==> src/rtl/refresh_steal.sv <==
module refresh_steal #(
  parameter int ROW_W   = 9,
  parameter int RAS_CYC = 4,
  parameter int PRE_CYC = 2
) (
  input  logic             clk,
  input  logic             rst,
  input  logic             period_clk,
  input  logic             cs_n,
  input  logic             acc_n,
  input  logic             ack_n,
  output logic [ROW_W-1:0] rf_addr,
  output logic             ras_all,
  output logic             rf_req
);
  localparam int MAXC = (RAS_CYC > PRE_CYC) ? RAS_CYC : PRE_CYC;
  localparam int CW   = $clog2(MAXC + 1);

  typedef enum logic [1:0] {IDLE, HID, FRAS, FPRE} st_t;

  st_t           st;
  logic [2:0]    per_sy;
  logic [1:0]    cs_sy;
  logic [CW-1:0] tcnt;
  logic          done;

  wire per_s    = per_sy[1];
  wire per_rise = per_sy[1] & ~per_sy[2];
  wire per_fall = ~per_sy[1] & per_sy[2];
  wire hid_go   = (st == IDLE) && per_s && cs_sy[1] && !acc_n && !done;
  wire hid_end  = (st == HID) && acc_n;
  wire frc_go   = (st == IDLE) && rf_req && !ack_n;
  wire ras_last = (st == FRAS) && (tcnt == CW'(RAS_CYC - 1));
  wire frc_end  = (st == FPRE) && (tcnt == CW'(PRE_CYC - 1));

  assign ras_all = (st == HID) || (st == FRAS);

  always_ff @(posedge clk) begin
    if (rst) begin
      per_sy <= '0;
      cs_sy  <= 2'b11;
    end else begin
      per_sy <= {per_sy[1:0], period_clk};
      cs_sy  <= {cs_sy[0], cs_n};
    end
  end

  always_ff @(posedge clk) begin
    if (rst) begin
      st      <= IDLE;
      tcnt    <= '0;
      done    <= 1'b0;
      rf_req  <= 1'b0;
      rf_addr <= '0;
    end else begin
      case (st)
        IDLE: begin
          tcnt <= '0;
          if (frc_go)      st <= FRAS;
          else if (hid_go) st <= HID;
        end
        HID: if (hid_end) st <= IDLE;
        FRAS: begin
          tcnt <= ras_last ? '0 : tcnt + 1'b1;
          if (ras_last) st <= FPRE;
        end
        FPRE: begin
          tcnt <= frc_end ? '0 : tcnt + 1'b1;
          if (frc_end) st <= IDLE;
        end
        default: st <= IDLE;
      endcase

      if (hid_end || frc_end) rf_addr <= rf_addr + 1'b1;

      if (hid_go || frc_end) done <= 1'b1;
      else if (per_rise)     done <= 1'b0;

      if (frc_end)                rf_req <= 1'b0;
      else if (per_fall && !done) rf_req <= 1'b1;
    end
  end
endmodule


==> config.mk <==
export PLATFORM = sky130hd
export DESIGN_NAME = refresh_steal
export DESIGN_NICKNAME = d
export VERILOG_FILES = /design/src/rtl/refresh_steal.sv
export SDC_FILE = /design/constraint.sdc
export NUM_CORES = 1
export LEC_CHECK = 0
export CAP_MARGIN = 10
export CELL_PAD_IN_SITES_DETAIL_PLACEMENT = 1
export CELL_PAD_IN_SITES_GLOBAL_PLACEMENT = 1
export CORE_MARGIN = 2
export CORE_UTILIZATION = 40
export CTS_BUF_LIST = sky130_fd_sc_hd__clkbuf_4
export CTS_CLUSTER_DIAMETER = 50
export CTS_CLUSTER_SIZE = 25
export DETAILED_ROUTE_END_ITERATION = 7
export PLACE_DENSITY = 0.8
export SYNTH_ARGS = -nofsm -noshare
export SYNTH_HDL_FRONTEND = slang
export SYNTH_SLANG_ARGS = --single-unit
==> constraint.sdc <==
create_clock -name clk -period 1.75 [get_ports clk]
set_clock_uncertainty 0.15 [all_clocks]
set_input_delay 0.35 -clock clk [delete_from_list [all_inputs] [get_ports clk]]
set_output_delay 0.35 -clock clk [all_outputs]
set_load 0.005 [all_outputs]
* Yosys cells after proc, flatten, opt, wreduce, memory -nomap -nowiden *
Index checks and enable logic that the tools add are counted.

word-level totals
  bits in registers = 21
  input port bits = 6
  output and inout port bits = 11
  logic and storage cells = 54

cells by class
  add/subtract/negate cells = 2
  equal/unequal tests = 9
  mux-type cells = 11
  bitwise operators = 4
  reductions and logical operators = 21

operator list
  kind                                                                    number
  1-bit logical AND                                                       10
  2-bit 2-to-1 mux                                                        5
  9-bit by 1-bit adder with 9-bit output (second input constant)          1
  3-bit one-hot mux with 3 select lines                                   1
  2-bit one-hot mux with 4 select lines                                   1
  3-bit 2-to-1 mux                                                        2
  2-bit != test (second input constant)                                   3
  2-bit equality test (second input constant)                             2
  4-bit AND reduction                                                     1
  3-bit by 1-bit adder with 3-bit output (second input constant)          1
  3-bit by 1-bit equality test with 1-bit output (second input constant)  1
  3-bit by 2-bit equality test with 1-bit output (second input constant)  1
  1-bit logical NOT                                                       3
  1-bit logical OR                                                        3
  3-bit != test (second input constant)                                   1
  3-bit nonzero test                                                      1
  1-bit bitwise AND                                                       2
  2-bit by 1-bit equality test with 1-bit output (second input constant)  1
  2-bit logical NOT                                                       1
  1-bit 2-to-1 mux                                                        2
  1-bit inverter                                                          2
  2-bit nonzero test                                                      1
  2-bit OR reduction                                                      1

* Depth between registers and ports, before layout *
  depth in word-level cells = 8
  gate-level depth with buffers = 6
  mapped depth without buffers = 6

* Worst setup path before layout *
Ideal clock, no wire load.

  kind = register to register
  start point = reg st[1]
  end point = reg rf_addr[7]
  library setup time = 70 ps
  data arrival time = 1,418 ps
  data required time = 1,530 ps
  path slack = 112 ps
  stages on the path, launching flop included = 7
  path buffers = 0
  clock period less this slack = 1,638 ps
  cells stage by stage = dfxtp_1 inv_1 ha_1 nand2_4 a21o_1 or3_1 a21oi_1

on the way
  cells in the longest elaborated chain, start to end = 3
  elaborated cells between the ends (all ways) = 5
  classes of those cells = eq/ne: 2; reduce/logical: 3

ends and longest elaborated chain
  what                                                                                          line    source
  start: declaration                                                                            21      st_t st;
  start signal: assignment                                                                      50      st <= IDLE;
  start signal: assignment                                                                      59      if (frc_go) st <= FRAS;
  start signal: assignment                                                                      60      else if (hid_go) st <= HID;
  2-bit by 1-bit equality test with 1-bit output / 2-bit equality test (equally long branches)  31, 34
  1-bit logical AND, on equally long branches                                                   31, 34
  1-bit logical OR *                                                                            74      if (hid_end || frc_end) rf_addr <= rf_addr + 1'b1;
  end signal: assignment                                                                        74
  end: declaration                                                                              12      output logic [ROW_W-1:0] rf_addr,

Mark *: on every way between the ends. The rest lies on a longest branch, timed or not.
A chain may end at the register's enable or synchronous reset.

* Worst setup path in the final report *
  start point = reg rf_addr[3]
  end point = out rf_addr[3]

No word-level cell between the ends.

==> impl_metrics.json <==
{
  "p_leak_uw": 0.0005163,
  "grtUsageTotal_pct": 18.80,
  "ys.warnings.count": 0,
  "clk_latency_ns": 0.29,
  "yosys.area.top_type": "dfxtp_1",
  "synthTopCellsByCount": "21 x dfxtp_1, 12 x nor2_1, 11 x a21oi_1, 11 x nand2_1",
  "cts.clk_slew.worst_paths_ns": 0.11,
  "synth_edf_count": 0,
  "syn_area_um2": 994.7,
  "cp_data_required_time_ns": 1.25,
  "synth_fp_nets": 127,
  "ys_ff_latch": 21,
  "boundaryPins": 17,
  "rows": 18,
  "drtIter0Drc": 21,
  "dpl.cell_count": 163,
  "nets": 155,
  "place.gp.congestion": 0.7628,
  "port_buffers": 16,
  "min_period_ns": 1.695,
  "placed_area_um2": 1230,
  "fin_area_um2": 1346,
  "place_hpwl_um": 1767,
  "peakVddDrop_uv": 727.6,
  "dominantRegCellSynth": "dfxtp_1",
  "overflow": 0,
  "cp.arrival_ns": 1.20,
  "p_per_area_nw_per_um2": 831.2,
  "hold_viol": 0,
  "fillCellCount": 280,
  "slew_violations": 0,
  "slew_headroom_pct": 75.22,
  "cp_max_fo": 6,
  "antenna_cells": 0,
  "antenna_left": 0,
  "drtPass1Iterations": 4,
  "synth_top_area_share_pct": 42.26,
  "crit_chain": "clkdlybuf4s50_1",
  "async_reset_ff_share_pct": 0,
  "whs_ns": 0.2723,
  "outcome": "finished, final reports clean",
  "crit_buf_inv": 1,
  "period_share_pct": 96.89,
  "postRouteWirelength_um": 2367,
  "crit_slowest_cell": "clkdlybuf4s50_1",
  "drc": 0,
  "cts_buffers": 3,
  "yosysSeqAreaShare_pct": 42.26,
  "viasPerCell": 5.118,
  "max_stage_delay_ns": 0.50,
  "cts_tree": "done",
  "netlist_instances": 113,
  "drive_gt1_share_pct": 30.00,
  "fmax_ghz": 0.5898,
  "root_buffer": "clkbuf_4",
  "crit_type": "flip-flop to primary output",
  "syn_to_final_growth_pct": 35.35,
  "clkSinkCount": 21,
  "hp-class": "flip-flop to flip-flop",
  "yosysMostFrequentCell": "dfxtp_1",
  "grt_pass1_vias": 908,
  "core_area_um2": 2410,
  "grt_pass1_wl_um": 3891,
  "vias": 870,
  "rsz0062_at_grt": "true",
  "critical_path.top_delay_family": "buffers and inverters",
  "fin_cells": 170,
  "dieArea_um2": 2901,
  "clk_path_buf_depth": 2,
  "wl_per_cell_um": 13.92,
  "cp-start-kind": "flip-flop",
  "htreeDepth": 1,
  "synth.distinct_cells": 29,
  "setup_viol": 0,
  "worstMarginPinSlew_ns": 0.3678,
  "synth_area_per_cell_um2": 8.803,
  "antenna_found_initial": 0,
  "crit_path_end_kind": "primary output",
  "die_h_um": 53.87,
  "final_util_pct": 55.87,
  "fp.dieW_um": 53.87,
  "start_util_pct": 41.28,
  "grt_max_degree": 12,
  "synth.area.top_cells": "dfxtp_1 42%, ha_1 10%, a21oi_1 5.5%",
  "maxCapViolCount": 0
}
==> state kept, by name, summed over array words and instances (netlist names) <==
name / flops
rf_addr: 9
per_sy: 3
tcnt: 3
cs_sy: 2
st: 2
done: 1
rf_req: 1
==> where the power goes <==
group          switching, uW  total [uW]  internal (uW)
clock                    140         245            104
combinational            175         337            162
sequential              26.2         538            511
total                    342        1120            777
==> logic make-up (layout without fill, tap and decap cells) <==
family / count (synthesis) / count (layout) / share of synthesized area [%]
AOI/OAI and AO/OA: 24 / 24 / 14.97
xor gates and xnor gates: 6 / 6 / 5.283
adders and majority gates: 8 / 8 / 10.06
buffers and inverters: 10 / 37 / 3.774
DFF: 21 / 21 / 42.26
and+or+nand+nor: 44 / 44 / 23.65
==> worst paths after layout <==
kind / cells past startpoint / slack (ns) / start / to
min reg2reg: 1 / 0.27 / cs_sy[0]$_SDFF_PP1_ / cs_sy[1]$_SDFF_PP1_
max: 1 / 0.05 / rf_addr[3]$_SDFFE_PP0P_ / rf_addr[3]
max reg2reg: 6 / 0.07 / st[0]$_SDFFE_PP0P_ / st[0]$_SDFFE_PP0P_
min: 1 / 0.27 / cs_sy[0]$_SDFF_PP1_ / cs_sy[1]$_SDFF_PP1_
==> what timing repair did <==
| item | in CTS | in global routing |
|---|---|---|
| endpoints found under the hold margin | 0 | 0 |
| hold buffers | 0 | 0 |
| resized for setup | 10 | 21 |
| pin swaps | 1 | 1 |
| setup endpoints to repair | 8 | 15 |
| setup buffers | 2 | 1 |
| gates cloned | 0 | 0 |
==> metrics by stage <==
| stage | setup TNS (ns) | setup slack [ns] | power, uW |
|---|---|---|---|
| floorplan | 0 | 0.1122 | 716.4 |
| global placement | -0.1976 | -0.08899 | 818.2 |
| detailed placement | -0.3581 | -0.1033 | 833.6 |
| CTS | 0 | 0.004884 | 1101 |
| global route | -0.03694 | -0.02051 | 1190 |
| finish | 0 | 0.05450 | 1119 |
==> cell usage in the layout (no fill, tap or decap), drive strengths merged, types with 3 or more instances in the layout <==
cell,n
nand3,4
buf,9
a21oi,11
nor2b,3
nand2,12
clkbuf,5
xnor2,5
o21ai,3
clkdlybuf4s50,15
inv,8
nor2,12
dfxtp,21
or3,4
ha,8
==> layout make-up <==
class	count	area (um2)	share of cell area (%)
Multi-Input combinational cell	82	583.1	43.31
Sequential cell	21	442.9	32.90
Timing Repair Buffer	25	222.7	16.54
Tap cell	30	37.54	2.788
Clock buffer	4	30.03	2.230
Inverter	8	30.03	2.230
==> metal layers <==
metal | up-vias | share of wire [%] | GRT usage (%)
li1 | 438 | - | -
met1 | 415 | 46 | 22.60
met2 | 11 | 50 | 33.94
met3 | 6 | 2.1 | 2.778
met4 | 0 | 1.8 | 5.983
met5 | - | 0 | 0
Note: power is estimated with default switching activity, not from simulation.
